$ cat src/rtl/wdt_pkg.sv
package wdt_pkg;
  localparam int OFS_CTRL  = 'h00;
  localparam int OFS_RANGE = 'h04;
  localparam int OFS_COUNT = 'h08;
  localparam int OFS_KICK  = 'h0C;
  localparam int OFS_STAT  = 'h10;
  localparam int OFS_ACK   = 'h14;
  localparam logic [31:0] KICK_KEY = 32'h0000_0076;

  typedef struct packed {
    logic irq_first;
    logic on;
  } wdt_ctrl_t;
endpackage

$ cat src/rtl/wdt_regs.sv
module wdt_regs
  import wdt_pkg::*;
#(
  parameter int ADDR_W = 8,
  parameter int CODE_W = 4,
  parameter int CNT_W  = 32
) (
  input  logic              clk,
  input  logic              rst_n,
  input  logic              wr_en,
  input  logic              rd_en,
  input  logic [ADDR_W-1:0] addr,
  input  logic [31:0]       wdata,
  input  logic [CNT_W-1:0]  cnt_i,
  input  logic              irq_i,
  output logic [31:0]       rdata_o,
  output wdt_ctrl_t         ctrl_o,
  output logic [CODE_W-1:0] code_o,
  output logic              kick_o,
  output logic              ack_o
);
  wdt_ctrl_t         ctrl_q;
  logic [CODE_W-1:0] code_q;
  logic              hit_ctrl, hit_range, hit_count, hit_kick, hit_stat, hit_ack;

  assign hit_ctrl  = (addr == ADDR_W'(OFS_CTRL));
  assign hit_range = (addr == ADDR_W'(OFS_RANGE));
  assign hit_count = (addr == ADDR_W'(OFS_COUNT));
  assign hit_kick  = (addr == ADDR_W'(OFS_KICK));
  assign hit_stat  = (addr == ADDR_W'(OFS_STAT));
  assign hit_ack   = (addr == ADDR_W'(OFS_ACK));

  always_ff @(posedge clk or negedge rst_n) begin
    if (!rst_n) begin
      ctrl_q <= '0;
      code_q <= '0;
    end else if (wr_en) begin
      if (hit_ctrl) begin
        ctrl_q.on <= ctrl_q.on | wdata[0];
        if (!ctrl_q.on) ctrl_q.irq_first <= wdata[1];
      end
      if (hit_range) code_q <= wdata[CODE_W-1:0];
    end
  end

  assign kick_o = wr_en && hit_kick && (wdata == KICK_KEY);
  assign ack_o  = rd_en && hit_ack;
  assign ctrl_o = ctrl_q;
  assign code_o = code_q;

  always_comb begin
    rdata_o = '0;
    if (rd_en) begin
      if (hit_ctrl)  rdata_o = {30'd0, ctrl_q.irq_first, ctrl_q.on};
      if (hit_range) rdata_o = 32'(code_q);
      if (hit_count) rdata_o = 32'(cnt_i);
      if (hit_stat)  rdata_o = {31'd0, irq_i};
    end
  end

  assert_enable_sticky_R2: assert property (@(posedge clk) disable iff (!rst_n)
    ctrl_q.on |=> ctrl_q.on);
  assert_mode_locked_R2: assert property (@(posedge clk) disable iff (!rst_n)
    ctrl_q.on |=> $stable(ctrl_q.irq_first));
endmodule

$ cat src/rtl/wdt_counter.sv
module wdt_counter #(
  parameter int CNT_W = 32
) (
  input  logic             clk,
  input  logic             rst_n,
  input  logic             en_i,
  input  logic             load_i,
  input  logic             hold_i,
  input  logic             release_i,
  input  logic [CNT_W-1:0] load_val_i,
  output logic [CNT_W-1:0] cnt_o,
  output logic             expire_o
);
  logic [CNT_W-1:0] cnt_q;

  // A software reload in the same cycle wins over an expiry.
  assign expire_o = en_i && !hold_i && !load_i && (cnt_q == '0);
  assign cnt_o    = cnt_q;

  always_ff @(posedge clk or negedge rst_n) begin
    if (!rst_n)                    cnt_q <= '0;
    else if (!en_i)                cnt_q <= load_val_i;
    else if (hold_i)               cnt_q <= release_i ? load_val_i : cnt_q;
    else if (load_i || expire_o)   cnt_q <= load_val_i;
    else                           cnt_q <= cnt_q - 1'b1;
  end

  assert_count_step_R3: assert property (@(posedge clk) disable iff (!rst_n)
    (en_i && !hold_i && !load_i && cnt_q != '0) |=> (cnt_q == $past(cnt_q) - 1'b1));
  assert_kick_reload_R4: assert property (@(posedge clk) disable iff (!rst_n)
    (en_i && !hold_i && load_i) |=> (cnt_q == $past(load_val_i)));
  assert_hold_pulse_R10: assert property (@(posedge clk) disable iff (!rst_n)
    (en_i && hold_i && !release_i) |=> $stable(cnt_q));
endmodule

$ cat src/rtl/wdt_seq.sv
module wdt_seq #(
  parameter int PULSE_LEN = 8
) (
  input  logic clk,
  input  logic rst_n,
  input  logic en_i,
  input  logic irq_first_i,
  input  logic expire_i,
  input  logic ack_i,
  output logic irq_o,
  output logic hold_o,
  output logic release_o,
  output logic sys_rst_o
);
  localparam int PW = $clog2(PULSE_LEN + 1);

  logic          irq_q;
  logic [PW-1:0] pulse_q;

  assign hold_o    = (pulse_q != '0);
  assign release_o = (pulse_q == PW'(1));
  assign sys_rst_o = hold_o;
  assign irq_o     = irq_q;

  always_ff @(posedge clk or negedge rst_n) begin
    if (!rst_n) begin
      irq_q   <= 1'b0;
      pulse_q <= '0;
    end else if (expire_i) begin
      if (irq_first_i && !irq_q) begin
        irq_q <= 1'b1;
      end else begin
        irq_q   <= 1'b0;
        pulse_q <= PW'(PULSE_LEN);
      end
    end else begin
      if (ack_i)          irq_q   <= 1'b0;
      if (pulse_q != '0)  pulse_q <= pulse_q - 1'b1;
    end
  end

  assert_irq_before_reset_R7: assert property (@(posedge clk) disable iff (!rst_n)
    ($rose(sys_rst_o) && irq_first_i) |-> $past(irq_q));
  assert_pulse_min_R7: assert property (@(posedge clk) disable iff (!rst_n)
    $rose(sys_rst_o) |=> sys_rst_o);
  assert_exclusive_R7: assert property (@(posedge clk) disable iff (!rst_n)
    $onehot0({irq_q, sys_rst_o}));
  assert_direct_no_irq_R8: assert property (@(posedge clk) disable iff (!rst_n)
    !irq_first_i |-> !irq_q);
  assert_ack_clears_R9: assert property (@(posedge clk) disable iff (!rst_n)
    ack_i |=> !irq_q);
  assert_quiet_off_R12: assert property (@(posedge clk) disable iff (!rst_n)
    !en_i |-> (!irq_q && !sys_rst_o));
endmodule

$ cat src/rtl/twostage_wdt.sv
module twostage_wdt
  import wdt_pkg::*;
#(
  parameter int ADDR_W     = 8,
  parameter int CODE_W     = 4,
  parameter int BASE_SHIFT = 16,
  parameter int PULSE_LEN  = 8
) (
  input  logic              clk,
  input  logic              rst_n,
  input  logic              wr_en,
  input  logic              rd_en,
  input  logic [ADDR_W-1:0] addr,
  input  logic [31:0]       wdata,
  output logic [31:0]       rdata,
  output logic              irq,
  output logic              sys_rst
);
  localparam int CNT_W = BASE_SHIFT + (1 << CODE_W);

  wdt_ctrl_t         ctrl;
  logic [CODE_W-1:0] code;
  logic              kick, ack, expire, hold, release_c;
  logic [CNT_W-1:0]  cnt, load_val;

  assign load_val = {{(CNT_W-1){1'b0}}, 1'b1} << (BASE_SHIFT + int'(code));

  wdt_regs #(.ADDR_W(ADDR_W), .CODE_W(CODE_W), .CNT_W(CNT_W)) u_regs (
    .clk(clk), .rst_n(rst_n), .wr_en(wr_en), .rd_en(rd_en), .addr(addr),
    .wdata(wdata), .cnt_i(cnt), .irq_i(irq), .rdata_o(rdata),
    .ctrl_o(ctrl), .code_o(code), .kick_o(kick), .ack_o(ack)
  );

  wdt_counter #(.CNT_W(CNT_W)) u_counter (
    .clk(clk), .rst_n(rst_n), .en_i(ctrl.on), .load_i(kick | ack),
    .hold_i(hold), .release_i(release_c), .load_val_i(load_val),
    .cnt_o(cnt), .expire_o(expire)
  );

  wdt_seq #(.PULSE_LEN(PULSE_LEN)) u_seq (
    .clk(clk), .rst_n(rst_n), .en_i(ctrl.on), .irq_first_i(ctrl.irq_first),
    .expire_i(expire), .ack_i(ack), .irq_o(irq), .hold_o(hold),
    .release_o(release_c), .sys_rst_o(sys_rst)
  );
endmodule

$ cat config.mk
export PLATFORM = sky130hd
export DESIGN_NAME = twostage_wdt
export DESIGN_NICKNAME = d
export VERILOG_FILES = /design/src/rtl/wdt_pkg.sv /design/src/rtl/wdt_regs.sv /design/src/rtl/wdt_counter.sv /design/src/rtl/wdt_seq.sv /design/src/rtl/twostage_wdt.sv
export SDC_FILE = /design/constraint.sdc
export NUM_CORES = 1
export LEC_CHECK = 0
export ABC_AREA = 1
export BUFFER_PORTS_ARGS = -buffer_cell sky130_fd_sc_hd__buf_2
export CORE_MARGIN = 2
export CORE_UTILIZATION = 56
export CTS_CLUSTER_SIZE = 10
export DETAILED_ROUTE_END_ITERATION = 7
export GPL_TIMING_DRIVEN = 0
export HOLD_SLACK_MARGIN = 0.03
export PLACE_DENSITY_LB_ADDON = 0.3
export RECOVER_POWER = 100
export SLEW_MARGIN = 20
export SYNTH_ARGS = -nofsm -noshare
export SYNTH_HDL_FRONTEND = slang
export SYNTH_SLANG_ARGS = --single-unit
export TNS_END_PERCENT = 5
$ cat constraint.sdc
create_clock -name clk -period 2 [get_ports clk]
set_input_delay 0.2 -clock clk [delete_from_list [all_inputs] [get_ports clk]]
set_output_delay 0.2 -clock clk [all_outputs]
set_load 0.005 [all_outputs]
==> impl_metrics.yaml <==
sta:
  fin_crit_sh_pct: 95.52
  finClkSkew_ps: 8.547
  finalHoldViolCount: 0
  tns_ps: 0
  tightestPinTransition_ps: 1122
  fin_ws_ps: 89.64
  post-route-min-period_ps: 1910
  slew_headroom_pct: 25.17
  setup-violations-final: 0
  max_freq_mhz: 523.5
  maxSlewViolCount: 0
pwr:
  power_density_mw_per_mm2: 1154
  peakVddDrop_mv: 0.6988
  leakagePower_uw: 0.002283
critical_path:
  critPathArrivalTime_ps: 2110
  slowest_delay_ps: 440
  reg2regPathDepth: 11
  critPathMaxFanout: 10
  required_ps: 2200
  cpMaxStageDelayCell: "dfrtp_2"
  path_class: "reg2reg"
  crit_chain: "inv_2 -> ha_4 -> nand2_2 -> nor2_4 -> nand2_2 -> nor2_4 -> nand2_4 -> nand3_4 -> buf_6 -> nand2_1 -> nor3b_1"
  path_buf_inv: 2
  setup.worst_path.start_class: "flip-flop"
  cp_num_cells: 11
  crit_family: "simple AND/OR/NAND/NOR gates"
  end_kind: "flip-flop"
grt:
  grtUsageMet1_pct: 42.58
  busiest_layer: "met2"
  first_global_vias: 3819
  grt_pass1_wl_um: 18370
  grt-ovfl-total: 0
  grtUsageTotal_pct: 31.70
  grtUsageMet3_pct: 3.988
  grt_antenna_before_repair: 0
  use_met2_pct: 52.70
  grt_max_degree: 44
place:
  dp_hpwl_um: 8583
  place.gp.congestion: 0.9179
  place_ws_ps: -212.1
  place.port_buffers: 77
layout:
  area_delta_synth_final_pct: 20.44
  drive_above_1_share_pct: 18.61
  diodes: 0
  num-fill-cells: 600
  fin_nets: 751
  final_util_pct: 69.67
floorplan:
  pin_count: 78
  num_rows: 29
  start_util_pct: 57.85
  core-area_mm2: 0.006350
  die_w_um: 84.99
  chipHeight_um: 84.99
  dieArea_mm2: 0.007223
clocking:
  h-tree-depth: 2
  insertion_delay_ps: 310
  clk_pin_slew_ps: 100
  cts_root_buf: "clkbuf_8"
  cts_tree: "built"
  cts_buffers: 5
  clockBufferDepth: 2
  clock-sinks: 43
synthesis:
  syn_inst: 608
  synth_area_per_cell_um2: 6.042
  synth_area_mm2: 0.003674
  yosysUniqueCellTypes: 34
  async_flop_share_pct: 100.0
  synth-edff-count: 0
  yosys_register_bits: 43
  syn-num-nets: 656
  synth_warnings: 0
  yosys-top-cells-area: "dfrtp_1 29%, nand2_1 16%, nor2_1 11%"
  yosysMostFrequentCell: "nand2_1"
  synth.top_cell.area_share_pct: 29.29
  synth_top_cell_by_area: "dfrtp_1"
  synth-seq-area-share_pct: 29.29
  synth_ff_type: "dfrtp_1"
  synth_common_cells: "157 x nand2_1, 109 x nor2_1, 81 x inv_1"
routing:
  wl_per_cell_um: 14.76
  finalWirelength_um: 11530
  ant_nets: 0
  vias: 4345
  drt_iter0_markers: 361
  post-route-drc-count: 0
  via_per_inst: 5.563
  drt-pass1-iter-count: 6
run:
  maxCapViolations: 0
status:
  outcome: "completed"
min_path:
  worstHoldPathCells: 3
  hold_path_class: "in2reg"
## layout make-up
| class | instances | area, µm² | area share, % |
|---|---|---|---|
| well taps | 77 | 96.34 | 2.178 |
| clock inverters | 3 | 23.77 | 0.5373 |
| multi-input cells | 464 | 2288 | 51.73 |
| plain buffers | 17 | 91.34 | 2.064 |
| clock buffers | 5 | 68.82 | 1.555 |
| repair buffers | 88 | 459.2 | 10.38 |
| inverters | 84 | 319.1 | 7.212 |
| flip-flops and latches | 43 | 1077 | 24.35 |
## report_power, final
group	switching (µW)	internal (µW)	total, µW
combinational	2040	1050	3090
clock	367	251	618
sequential	280	1120	1400
## flip-flops by register name (all words and copies together) (netlist names)
name and cells:
u_seq.irq_o 1, u_seq.pulse_q 4, u_regs.code_o 4, u_counter.cnt_o 32
u_regs.ctrl_o 2
## placed cells by master (no fill, tap or decap), types with 2 or more instances in the layout
cell / netlist / layout
nor2_2: 5 / 9
nand2_4: 1 / 2
nand2_1: 157 / 156
clkinvlp_4: 0 / 2
buf_4: 1 / 11
xor2_1: 18 / 18
o21ai_0: 19 / 19
buf_6: 1 / 2
ha_4: 0 / 2
nor4_1: 3 / 3
nand2_2: 3 / 3
buf_2: 2 / 71
xnor2_1: 3 / 3
nand4_1: 14 / 14
ha_1: 4 / 2
nor2_1: 109 / 103
inv_1: 81 / 77
inv_2: 1 / 4
clkbuf_8: 0 / 5
dfrtp_1: 43 / 42
nor3_1: 37 / 36
o21ai_1: 5 / 5
clkbuf_1: 11 / 15
a21oi_1: 22 / 22
clkbuf_2: 0 / 4
nand3_1: 50 / 49
nor2_4: 5 / 7
## worst register-to-register path: stages (launching register included)
cell	delay (ps)
dfrtp_2	440
inv_2	90
ha_4	170
nand2_2	110
nor2_4	110
nand2_2	70
nor2_4	170
nand2_4	130
nand3_4	120
buf_6	140
nand2_1	110
nor3b_1	160
## kinds of logic after synthesis
family                     after synthesis  synth area share, %
AOI/OAI and AO/OA                       49                6.812
xor gates and xnor gates                21                5.007
DFF                                     43                29.29
buffers and inverters                  101                10.69
adders and majority gates                4                1.362
and+or+nand+nor                        390                46.83
## through the flow
step                      hold slack (ps)  total power, µW  std cells  area (µm²)
after CTS                           96.94             4754        770        4288
final                               107.1             5105        781        4424
after global routing                135.5             5478        781        4424
after detailed placement            424.8             4079        762        4155
after floorplan                    -95.59             3355        608        3674
after global placement              399.2             4025        762        4155
## metal layers
metal  wire (µm)  up-vias  share of wire [%]
met5           0        -                  0
met4         368        0                3.2
met3         871       38                7.6
met2        5471      220                 47
met1        4818     1976                 42
li1            -     2111                  -
## worst paths after layout
kind                                            end  slack [ps]           startpoint
worst max register to register   u_counter.cnt_o[8]          90   u_counter.cnt_o[0]
max in group asynchronous        u_counter.cnt_o[0]         600                rst_n
worst min register to register  u_counter.cnt_o[31]         550  u_counter.cnt_o[31]
min in group asynchronous       u_counter.cnt_o[24]         630                rst_n
worst min-delay path               u_regs.ctrl_o[0]         110             wdata[0]
worst max-delay path             u_counter.cnt_o[8]          90   u_counter.cnt_o[0]
## what timing repair did
item | CTS | global route
setup endpoints to repair | 41 | 46
setup buffers | 0 | 10
hold endpoints to repair | 0 | 43
pin swaps | 0 | 3
hold buffers | 0 | 1
gates resized for setup | 13 | 24
No activity file was read; power rests on OpenSTA's default activity.
